[src/rtl/ddr_init_pkg.sv]
// Package: shared step encoding and mode-word helpers for the DRAM init sequencer.
// Assumes burst lengths of 2, 4 or 8; any other value falls back to 4.
package ddr_init_pkg;

    typedef enum logic [3:0] {
        ST_PWRUP,
        ST_CKEON,
        ST_PREA1,
        ST_EMRS,
        ST_MRS_DLLRST,
        ST_PREA2,
        ST_AREF,
        ST_MRS_FINAL,
        ST_LOCKWAIT,
        ST_DONE
    } init_step_e;

    localparam logic [2:0] CAS_LAT_CODE = 3'd3;
    localparam int         DLL_RST_BIT  = 8;
    localparam int         AUTO_PRE_BIT = 10;

    // Map a burst length to its 3-bit field code.
    function automatic logic [2:0] burst_code(input int bl);
        case (bl)
            2:       return 3'd1;
            8:       return 3'd3;
            default: return 3'd2;
        endcase
    endfunction

endpackage

[src/rtl/ddr_init_timer.sv]
// Module: down-counting wait timer used for power-up and inter-command gaps.
// Loads a value, counts to zero and holds there. Its reset value is the
// power-up interval minus one, so the first wait needs no explicit load.
module ddr_init_timer #(
    parameter int W       = 16,
    parameter int RST_VAL = 0
) (
    input  logic         clk,
    input  logic         rst_n,
    input  logic         load_i,
    input  logic [W-1:0] val_i,
    output logic         zero_o
);

    logic [W-1:0] cnt_q;

    // Load, count down or hold at zero.
    always_ff @(posedge clk) begin
        if (!rst_n)          cnt_q <= W'(RST_VAL);
        else if (load_i)     cnt_q <= val_i;
        else if (cnt_q != 0) cnt_q <= cnt_q - 1'b1;
    end

    assign zero_o = (cnt_q == '0);

    AST_TMR_NO_WRAP: assert property (@(posedge clk) disable iff (!rst_n)
        (zero_o && !load_i) |=> zero_o);

endmodule

[src/rtl/ddr_init_lock.sv]
// Module: DLL lock interval counter.
// Starts on the cycle of the DLL-enable write and counts cycles up to
// DLL_LOCK, where it saturates and reports lock. Assumes DLL_LOCK >= 2.
module ddr_init_lock #(
    parameter int DLL_LOCK = 200
) (
    input  logic clk,
    input  logic rst_n,
    input  logic start_i,
    output logic lock_ok_o
);

    localparam int W = $clog2(DLL_LOCK + 1);

    logic [W-1:0] cnt_q;

    // Count cycles since the DLL-enable write, saturating at the lock count.
    always_ff @(posedge clk) begin
        if (!rst_n)                                      cnt_q <= '0;
        else if (start_i)                                cnt_q <= W'(1);
        else if (cnt_q != 0 && cnt_q != W'(DLL_LOCK))    cnt_q <= cnt_q + 1'b1;
    end

    assign lock_ok_o = (cnt_q == W'(DLL_LOCK));

    AST_LOCK_STICKY: assert property (@(posedge clk) disable iff (!rst_n)
        (lock_ok_o && !start_i) |=> lock_ok_o);

endmodule

[src/rtl/ddr_init_cmd_enc.sv]
// Module: maps the sequencer step and phase onto the DRAM pins.
// Purely combinational. A step drives its command only in its command phase
// (wait_i low); every other cycle carries NOP with zero bank and address.
// Assumes ADDR_W >= 11 so that the precharge-all bit exists.
module ddr_init_cmd_enc
    import ddr_init_pkg::*;
#(
    parameter int ADDR_W    = 12,
    parameter int BA_W      = 2,
    parameter int BURST_LEN = 4
) (
    input  init_step_e        step_i,
    input  logic              wait_i,
    output logic              cke_o,
    output logic              cs_n_o,
    output logic              ras_n_o,
    output logic              cas_n_o,
    output logic              we_n_o,
    output logic [BA_W-1:0]   ba_o,
    output logic [ADDR_W-1:0] addr_o
);

    logic [ADDR_W-1:0] mode_word;

    // Build the main mode word: burst code, sequential type, CAS latency 3.
    always_comb begin
        mode_word      = '0;
        mode_word[2:0] = burst_code(BURST_LEN);
        mode_word[3]   = 1'b0;
        mode_word[6:4] = CAS_LAT_CODE;
    end

    // Decode the step into clock enable, strobes, bank and address.
    always_comb begin
        cke_o   = (step_i != ST_PWRUP);
        cs_n_o  = 1'b0;
        ras_n_o = 1'b1;
        cas_n_o = 1'b1;
        we_n_o  = 1'b1;
        ba_o    = '0;
        addr_o  = '0;
        if (!wait_i) begin
            case (step_i)
                ST_PREA1, ST_PREA2: begin
                    ras_n_o              = 1'b0;
                    we_n_o               = 1'b0;
                    addr_o[AUTO_PRE_BIT] = 1'b1;
                end
                ST_EMRS: begin
                    ras_n_o = 1'b0;
                    cas_n_o = 1'b0;
                    we_n_o  = 1'b0;
                    ba_o    = BA_W'(1);
                end
                ST_MRS_DLLRST: begin
                    ras_n_o             = 1'b0;
                    cas_n_o             = 1'b0;
                    we_n_o              = 1'b0;
                    addr_o              = mode_word;
                    addr_o[DLL_RST_BIT] = 1'b1;
                end
                ST_MRS_FINAL: begin
                    ras_n_o = 1'b0;
                    cas_n_o = 1'b0;
                    we_n_o  = 1'b0;
                    addr_o  = mode_word;
                end
                ST_AREF: begin
                    ras_n_o = 1'b0;
                    cas_n_o = 1'b0;
                end
                default: ;
            endcase
        end
    end

endmodule

[src/rtl/ddr_init_seq.sv]
// Module: DRAM power-up initialization sequencer (top).
// Holds CKE low for the power-up interval, then issues:
// NOP with CKE high, precharge-all, DLL-enable extended write, DLL-reset
// mode write, precharge-all, NUM_REF auto-refreshes, and the final mode write.
// Raises init_done once the last gap and the DLL lock count have both elapsed.
// Assumes T_RP, T_MRD, T_RFC >= 2, NUM_REF >= 1 and DLL_LOCK >= 2.
module ddr_init_seq
    import ddr_init_pkg::*;
#(
    parameter int CLK_MHZ   = 100,
    parameter int PWRUP_US  = 200,
    parameter int T_RP      = 3,
    parameter int T_MRD     = 2,
    parameter int T_RFC     = 12,
    parameter int NUM_REF   = 2,
    parameter int DLL_LOCK  = 200,
    parameter int BURST_LEN = 4,
    parameter int ADDR_W    = 12,
    parameter int BA_W      = 2
) (
    input  logic              clk,
    input  logic              rst_n,
    output logic              cke_o,
    output logic              cs_n_o,
    output logic              ras_n_o,
    output logic              cas_n_o,
    output logic              we_n_o,
    output logic [BA_W-1:0]   ba_o,
    output logic [ADDR_W-1:0] addr_o,
    output logic              init_done_o
);

    localparam int PWRUP_CYC = CLK_MHZ * PWRUP_US;
    localparam int GAP_TOP   = (T_RFC > T_RP) ? ((T_RFC > T_MRD) ? T_RFC : T_MRD)
                                              : ((T_RP > T_MRD) ? T_RP : T_MRD);
    localparam int MAX_LOAD  = (PWRUP_CYC > GAP_TOP) ? PWRUP_CYC : GAP_TOP;
    localparam int TMR_W     = $clog2(MAX_LOAD + 1);
    localparam int REF_W     = $clog2(NUM_REF + 1);
    localparam int CHK_MAX   = (T_RP > T_MRD) ? T_RP : T_MRD;
    localparam int CHK_W     = $clog2(CHK_MAX + 1) + 1;

    init_step_e        step_q, step_next;
    logic              wait_q;
    logic [REF_W-1:0]  ref_cnt_q;
    logic              is_cmd_step, cmd_phase;
    logic              tmr_zero, lock_ok;
    logic [TMR_W-1:0]  gap_load;
    int                gap_cyc;

    // Steps that issue one command followed by a timed gap.
    always_comb begin
        is_cmd_step = (step_q != ST_PWRUP) && (step_q != ST_LOCKWAIT) && (step_q != ST_DONE);
        cmd_phase   = is_cmd_step && !wait_q;
    end

    // Select the command-to-next-command gap for the current step.
    always_comb begin
        case (step_q)
            ST_PREA1, ST_PREA2:                     gap_cyc = T_RP;
            ST_EMRS, ST_MRS_DLLRST, ST_MRS_FINAL:   gap_cyc = T_MRD;
            ST_AREF:                                gap_cyc = T_RFC;
            default:                                gap_cyc = 2;
        endcase
        gap_load = TMR_W'(gap_cyc - 2);
    end

    // Choose the step that follows a finished gap.
    always_comb begin
        case (step_q)
            ST_CKEON:      step_next = ST_PREA1;
            ST_PREA1:      step_next = ST_EMRS;
            ST_EMRS:       step_next = ST_MRS_DLLRST;
            ST_MRS_DLLRST: step_next = ST_PREA2;
            ST_PREA2:      step_next = ST_AREF;
            ST_AREF:       step_next = (ref_cnt_q == REF_W'(NUM_REF - 1)) ? ST_MRS_FINAL : ST_AREF;
            ST_MRS_FINAL:  step_next = lock_ok ? ST_DONE : ST_LOCKWAIT;
            default:       step_next = step_q;
        endcase
    end

    // Step register: power-up wait, command/gap phases, lock wait, done.
    always_ff @(posedge clk) begin
        if (!rst_n) begin
            step_q    <= ST_PWRUP;
            wait_q    <= 1'b0;
            ref_cnt_q <= '0;
        end else begin
            case (step_q)
                ST_PWRUP:    if (tmr_zero) step_q <= ST_CKEON;
                ST_LOCKWAIT: if (lock_ok)  step_q <= ST_DONE;
                ST_DONE:     ;
                default: begin
                    if (!wait_q) begin
                        wait_q <= 1'b1;
                    end else if (tmr_zero) begin
                        wait_q <= 1'b0;
                        step_q <= step_next;
                        if (step_q == ST_AREF) ref_cnt_q <= ref_cnt_q + 1'b1;
                    end
                end
            endcase
        end
    end

    ddr_init_timer #(
        .W       (TMR_W),
        .RST_VAL (PWRUP_CYC - 1)
    ) u_timer (
        .clk    (clk),
        .rst_n  (rst_n),
        .load_i (cmd_phase),
        .val_i  (gap_load),
        .zero_o (tmr_zero)
    );

    ddr_init_lock #(
        .DLL_LOCK (DLL_LOCK)
    ) u_lock (
        .clk       (clk),
        .rst_n     (rst_n),
        .start_i   (cmd_phase && (step_q == ST_EMRS)),
        .lock_ok_o (lock_ok)
    );

    ddr_init_cmd_enc #(
        .ADDR_W    (ADDR_W),
        .BA_W      (BA_W),
        .BURST_LEN (BURST_LEN)
    ) u_enc (
        .step_i  (step_q),
        .wait_i  (wait_q),
        .cke_o   (cke_o),
        .cs_n_o  (cs_n_o),
        .ras_n_o (ras_n_o),
        .cas_n_o (cas_n_o),
        .we_n_o  (we_n_o),
        .ba_o    (ba_o),
        .addr_o  (addr_o)
    );

    assign init_done_o = (step_q == ST_DONE);

    // ---- checks on pin-level spacing ----
    logic             is_mode, is_prea, is_active;
    logic [CHK_W-1:0] mode_gap_q, prea_gap_q;

    always_comb begin
        is_mode   = cke_o && ({cs_n_o, ras_n_o, cas_n_o, we_n_o} == 4'b0000);
        is_prea   = cke_o && ({cs_n_o, ras_n_o, cas_n_o, we_n_o} == 4'b0010);
        is_active = !(ras_n_o && cas_n_o && we_n_o);
    end

    // Track cycles since the last mode write and last precharge, saturating.
    always_ff @(posedge clk) begin
        if (!rst_n) begin
            mode_gap_q <= '1;
            prea_gap_q <= '1;
        end else begin
            mode_gap_q <= is_mode ? CHK_W'(1) : ((mode_gap_q == '1) ? mode_gap_q : mode_gap_q + 1'b1);
            prea_gap_q <= is_prea ? CHK_W'(1) : ((prea_gap_q == '1) ? prea_gap_q : prea_gap_q + 1'b1);
        end
    end

    AST_NO_CMD_CKE_LOW: assert property (@(posedge clk) disable iff (!rst_n)
        is_active |-> cke_o);
    AST_CKE_STAYS_HIGH: assert property (@(posedge clk) disable iff (!rst_n)
        cke_o |=> cke_o);
    AST_MODE_SPACING: assert property (@(posedge clk) disable iff (!rst_n)
        is_mode |-> (mode_gap_q >= CHK_W'(T_MRD)));
    AST_PREA_TO_MODE: assert property (@(posedge clk) disable iff (!rst_n)
        is_mode |-> (prea_gap_q >= CHK_W'(T_RP)));
    AST_DONE_STICKY: assert property (@(posedge clk) disable iff (!rst_n)
        init_done_o |=> init_done_o);
    AST_DONE_NEEDS_LOCK: assert property (@(posedge clk) disable iff (!rst_n)
        init_done_o |-> lock_ok);

endmodule

[config.mk]
export PLATFORM = sky130hd
export DESIGN_NAME = ddr_init_seq
export DESIGN_NICKNAME = d
export VERILOG_FILES = /design/src/rtl/ddr_init_pkg.sv /design/src/rtl/ddr_init_timer.sv /design/src/rtl/ddr_init_lock.sv /design/src/rtl/ddr_init_cmd_enc.sv /design/src/rtl/ddr_init_seq.sv
export SDC_FILE = /design/constraint.sdc
export NUM_CORES = 1
export LEC_CHECK = 0
export CORE_AREA = 2 2 69 71
export CTS_BUF_LIST = sky130_fd_sc_hd__clkbuf_2
export CTS_CLUSTER_SIZE = 40
export DETAILED_ROUTE_END_ITERATION = 10
export DIE_AREA = 0 0 71 73
export SYNTH_ARGS = -nofsm -noshare
export SYNTH_HDL_FRONTEND = slang
export SYNTH_SLANG_ARGS = --single-unit
export TNS_END_PERCENT = 10
[constraint.sdc]
create_clock -name clk -period 3.3 [get_ports clk]
set_input_delay 0.33 -clock clk [delete_from_list [all_inputs] [get_ports clk]]
set_output_delay 0.33 -clock clk [all_outputs]
set_load 0.01 [all_outputs]
==> implementation parameters <==
Parameter                              Value

Layout
  Final layout net count ... 234
  Final Non-Filler Cells ... 283
  Antenna Diode Count ... 0
  Finished layout cell area ... 1907 um^2
  Share of post-route cells with drive strength above 1 ... 8.297%
  Area Growth Syn to Fin ... 9.719%

Clocking
  CTS buffer count ... 5
  Number of sinks on the clock net ... 30
  Clock H-tree levels ... 2
  Maximum root-to-sink buffer count ... 2
  Number of buffers inserted to repair setup after CTS ... 0
  Clock edge transition at the registers on the reported setup and hold paths ... 160 ps
  Insertion delay of the later-clocked pin in the worst-skew pair ... 350 ps
  Cts repair resizes ... 0
  CTS tree ... built
  Root Buffer ... clkbuf_2
  Number of hold buffers added after cts ... 0

GRT
  Busiest layer in global routing ... met2
  Met1 track demand over resource in global routing ... 17.85%
  Pin count of the biggest net entering global routing ... 20
  Number of antenna violations at the first check in global routing ... 0
  Met2 routing resource usage after global routing ... 23.26%
  GR Layer Usage met3 ... 4.144%
  Total routing resource utilization after global routing ... 14.11%
  Total gr overflow ... 0
  Global-route wire length before repair ... 5.837 mm
  Vias in the first global route ... 1,310

Synthesis
  Post-synth design cell area ... 1738 um^2
  Number of enable flip-flop cells after synthesis ... 0
  Number of synthesized register bits ... 30
  Number of warnings issued by yosys ... 0
  Share of synthesized registers carrying an async set or reset ... 0%
  Leading register cell type out of synthesis ... dfxtp_1
  Seq/Total Area, Yosys ... 34.56%
  Cell count after synthesis ... 219
  Post-synthesis area per instance ... 7.936 um^2
  Unique masters post-synth ... 43

Worst hold path
  Min-Delay Path Depth ... 2
  Classification of the worst-slack hold path ... register to register

Setup path
  Critical path launch point type ... register
  Worst Setup End Kind ... output port
  Critical path data required time ... 2970 ps
  Class of the most critical setup path ... register to output port
  Reg2Reg Depth ... 7
  Arr. time, crit path ... 2080 ps
  Critical path peak fanout ... 12

Placement
  Instance area after placement ... 1842 um^2
  Count of input and output buffers ... 12
  Estimated wirelength of the detail-placed design ... 2.351 mm
  Routability Congestion ... 0.8378
  Post-Place Cells ... 275

Flow run
  Maximum Capacitance Violations ... 0

Outcome
  Run status ... finished clean

Die
  Die outline height ... 73 um
  Die ar. ... 5183 um^2
  Starting Density ... 38.32%
  I/O pin total ... 22
  Core area ... 4536 um^2
  Number of placement rows ... 25
  Die W ... 71 um

Route
  Starting DRT DRC Count ... 41
  Sum of routed wire length over all layers ... 3.221 mm
  Final ANT Viol Nets ... 0
  Vias after detailed routing ... 1,411
  Via-to-Cell Ratio ... 4.986
  Number of remaining DRC errors ... 0
  DR WL/cell ... 11.38 um
  First-pass detailed-route iteration total ... 4

Power
  Reported leakage power ... 0.7158 nW
  Power density cells ... 360.5 nW/um^2
  Maximum vdd ir drop ... 215.3 uV

STA
  Least-Margin Pin Slew ... 576.3 ps
  Clk_skew ... 5.117 ps
  Hold Vio Cnt, Final ... 0
  Relative slew slack ... 61.46%
  Share of the cycle needed by the critical path after routing ... 72.89%
  Fin crit period ... 2405 ps
  Setup repair after global routing missed its margin ... false
  Count of final max-slew check failures ... 0
  Final setup violation count ... 0
  Setup TNS after final layout ... 0 ps
  Maximum clock frequency ... 0.4158 GHz
==> state kept, by name, summed over array words and instances, names as in the netlist <==
register / count
wait_q: 1
u_timer.cnt_q: 15
u_lock.cnt_q: 8
step_q: 4
ref_cnt_q: 2
==> placed cells by master, fill, tap and decap left out, types with 2 or more instances in the layout <==
master	n
a21boi_1	2
a21oi_1	8
and2_1	4
and3_1	2
clkbuf_2	5
clkdlybuf4s50_1	12
clkinv_2	2
conb_1	9
dfxtp_1	30
ha_1	4
inv_1	8
nand2_1	23
nand2b_1	3
nand3_1	10
nand3b_1	2
nor2_1	28
nor2b_1	3
nor3_1	13
nor3_2	2
nor3b_1	2
nor4_1	3
o21ai_0	12
o21ai_1	3
o22ai_1	3
or2_2	2
xnor2_1	7
xor2_1	10
==> report_power, final <==
group | switching [mW] | internal, mW | leakage (nW)
Sequential | 0.00726 | 0.370 | 0.243
Combinational | 0.0314 | 0.0228 | 0.431
Clock | 0.130 | 0.126 | 0.0427
Total | 0.168 | 0.519 | 0.716
==> logic make-up (layout without fill, tap and decap cells) <==
kind of cell,after synthesis,in the layout,synth area share (%)
AO/OA/AOI/OAI,33,33,11.30
XOR/XNOR,17,17,8.567
adder cells (fa/ha/maj),4,4,2.880
buffers and inverters,26,28,8.279
flip-flops,30,30,34.56
multiplexers,2,2,1.224
other,1,9,0.2158
AND/OR/NAND/NOR,106,106,32.97
==> Yosys cell counts, types with 3 or more instances <==
library cell	number	area share [%]
dfxtp_1	30	35
nor2_1	28	6.0
nand2_1	23	5.0
nor3_1	13	3.7
o21ai_0	12	3.5
buf_4	11	4.8
nand3_1	10	2.9
xor2_1	10	5.0
a21oi_1	8	2.3
inv_1	8	1.7
xnor2_1	7	3.5
and2_1	4	1.4
buf_2	4	1.2
ha_1	4	2.9
clkbuf_1	3	0.65
nand2b_1	3	1.1
nor2b_1	3	1.1
nor4_1	3	1.1
o21ai_1	3	0.86
o22ai_1	3	1.1
==> final cells by class <==
| class | count | area [um^2] |
|---|---|---|
| Tap cell | 54 | 67.56 |
| Fill cell | 475 | 2629 |
| Inverter | 8 | 30.03 |
| Sequential cell | 30 | 600.6 |
| Timing Repair Buffer | 12 | 120.1 |
| Clock buffer | 5 | 25.02 |
| Multi-Input combinational cell | 171 | 1023 |
| Clock inverter | 3 | 40.04 |
==> through the flow <==
step	power (mW)	setup slack, ps	hold WS, ps	utilization [%]
5_1_grt	0.7252	718.9	529.0	42.04
4_1_cts	0.7019	866.2	490.7	42.04
3_3_place_gp	0.4400	1345	462.3	40.61
3_5_place_dp	0.4404	1275	471.7	40.61
2_1_floorplan	0.4358	1714	446.6	-
6_report	0.6874	894.7	485.3	42.04
==> worst max-delay path, stage by stage (launching register included) <==
cell	delay (ps)
dfxtp_1	580
nand2_1	170
nor4_1	350
clkdlybuf4s50_1	620
==> final timing paths <==
path,slack (ps),start,endpoint
worst max-delay path,890,step_q[0]$_SDFFE_PN0P_,ba_o[0]
worst min-delay path,490,u_timer.cnt_q[14]$_SDFFE_PN1P_,u_timer.cnt_q[14]$_SDFFE_PN1P_
worst max register to register,1220,u_timer.cnt_q[0]$_SDFFE_PN1P_,ref_cnt_q[1]$_SDFFE_PN0P_
worst min register to register,490,u_timer.cnt_q[14]$_SDFFE_PN1P_,u_timer.cnt_q[14]$_SDFFE_PN1P_
==> routing by layer <==
metal  part of all wire, %  wire, um  vias to the layer above
li1                      -         -                      751
met3                   3.2       103                        7
met2                    46      1469                       19
met1                    50      1601                      634
met5                     0         0                        -
met4                   1.4        46                        0
(Power assumes the default switching activity.)
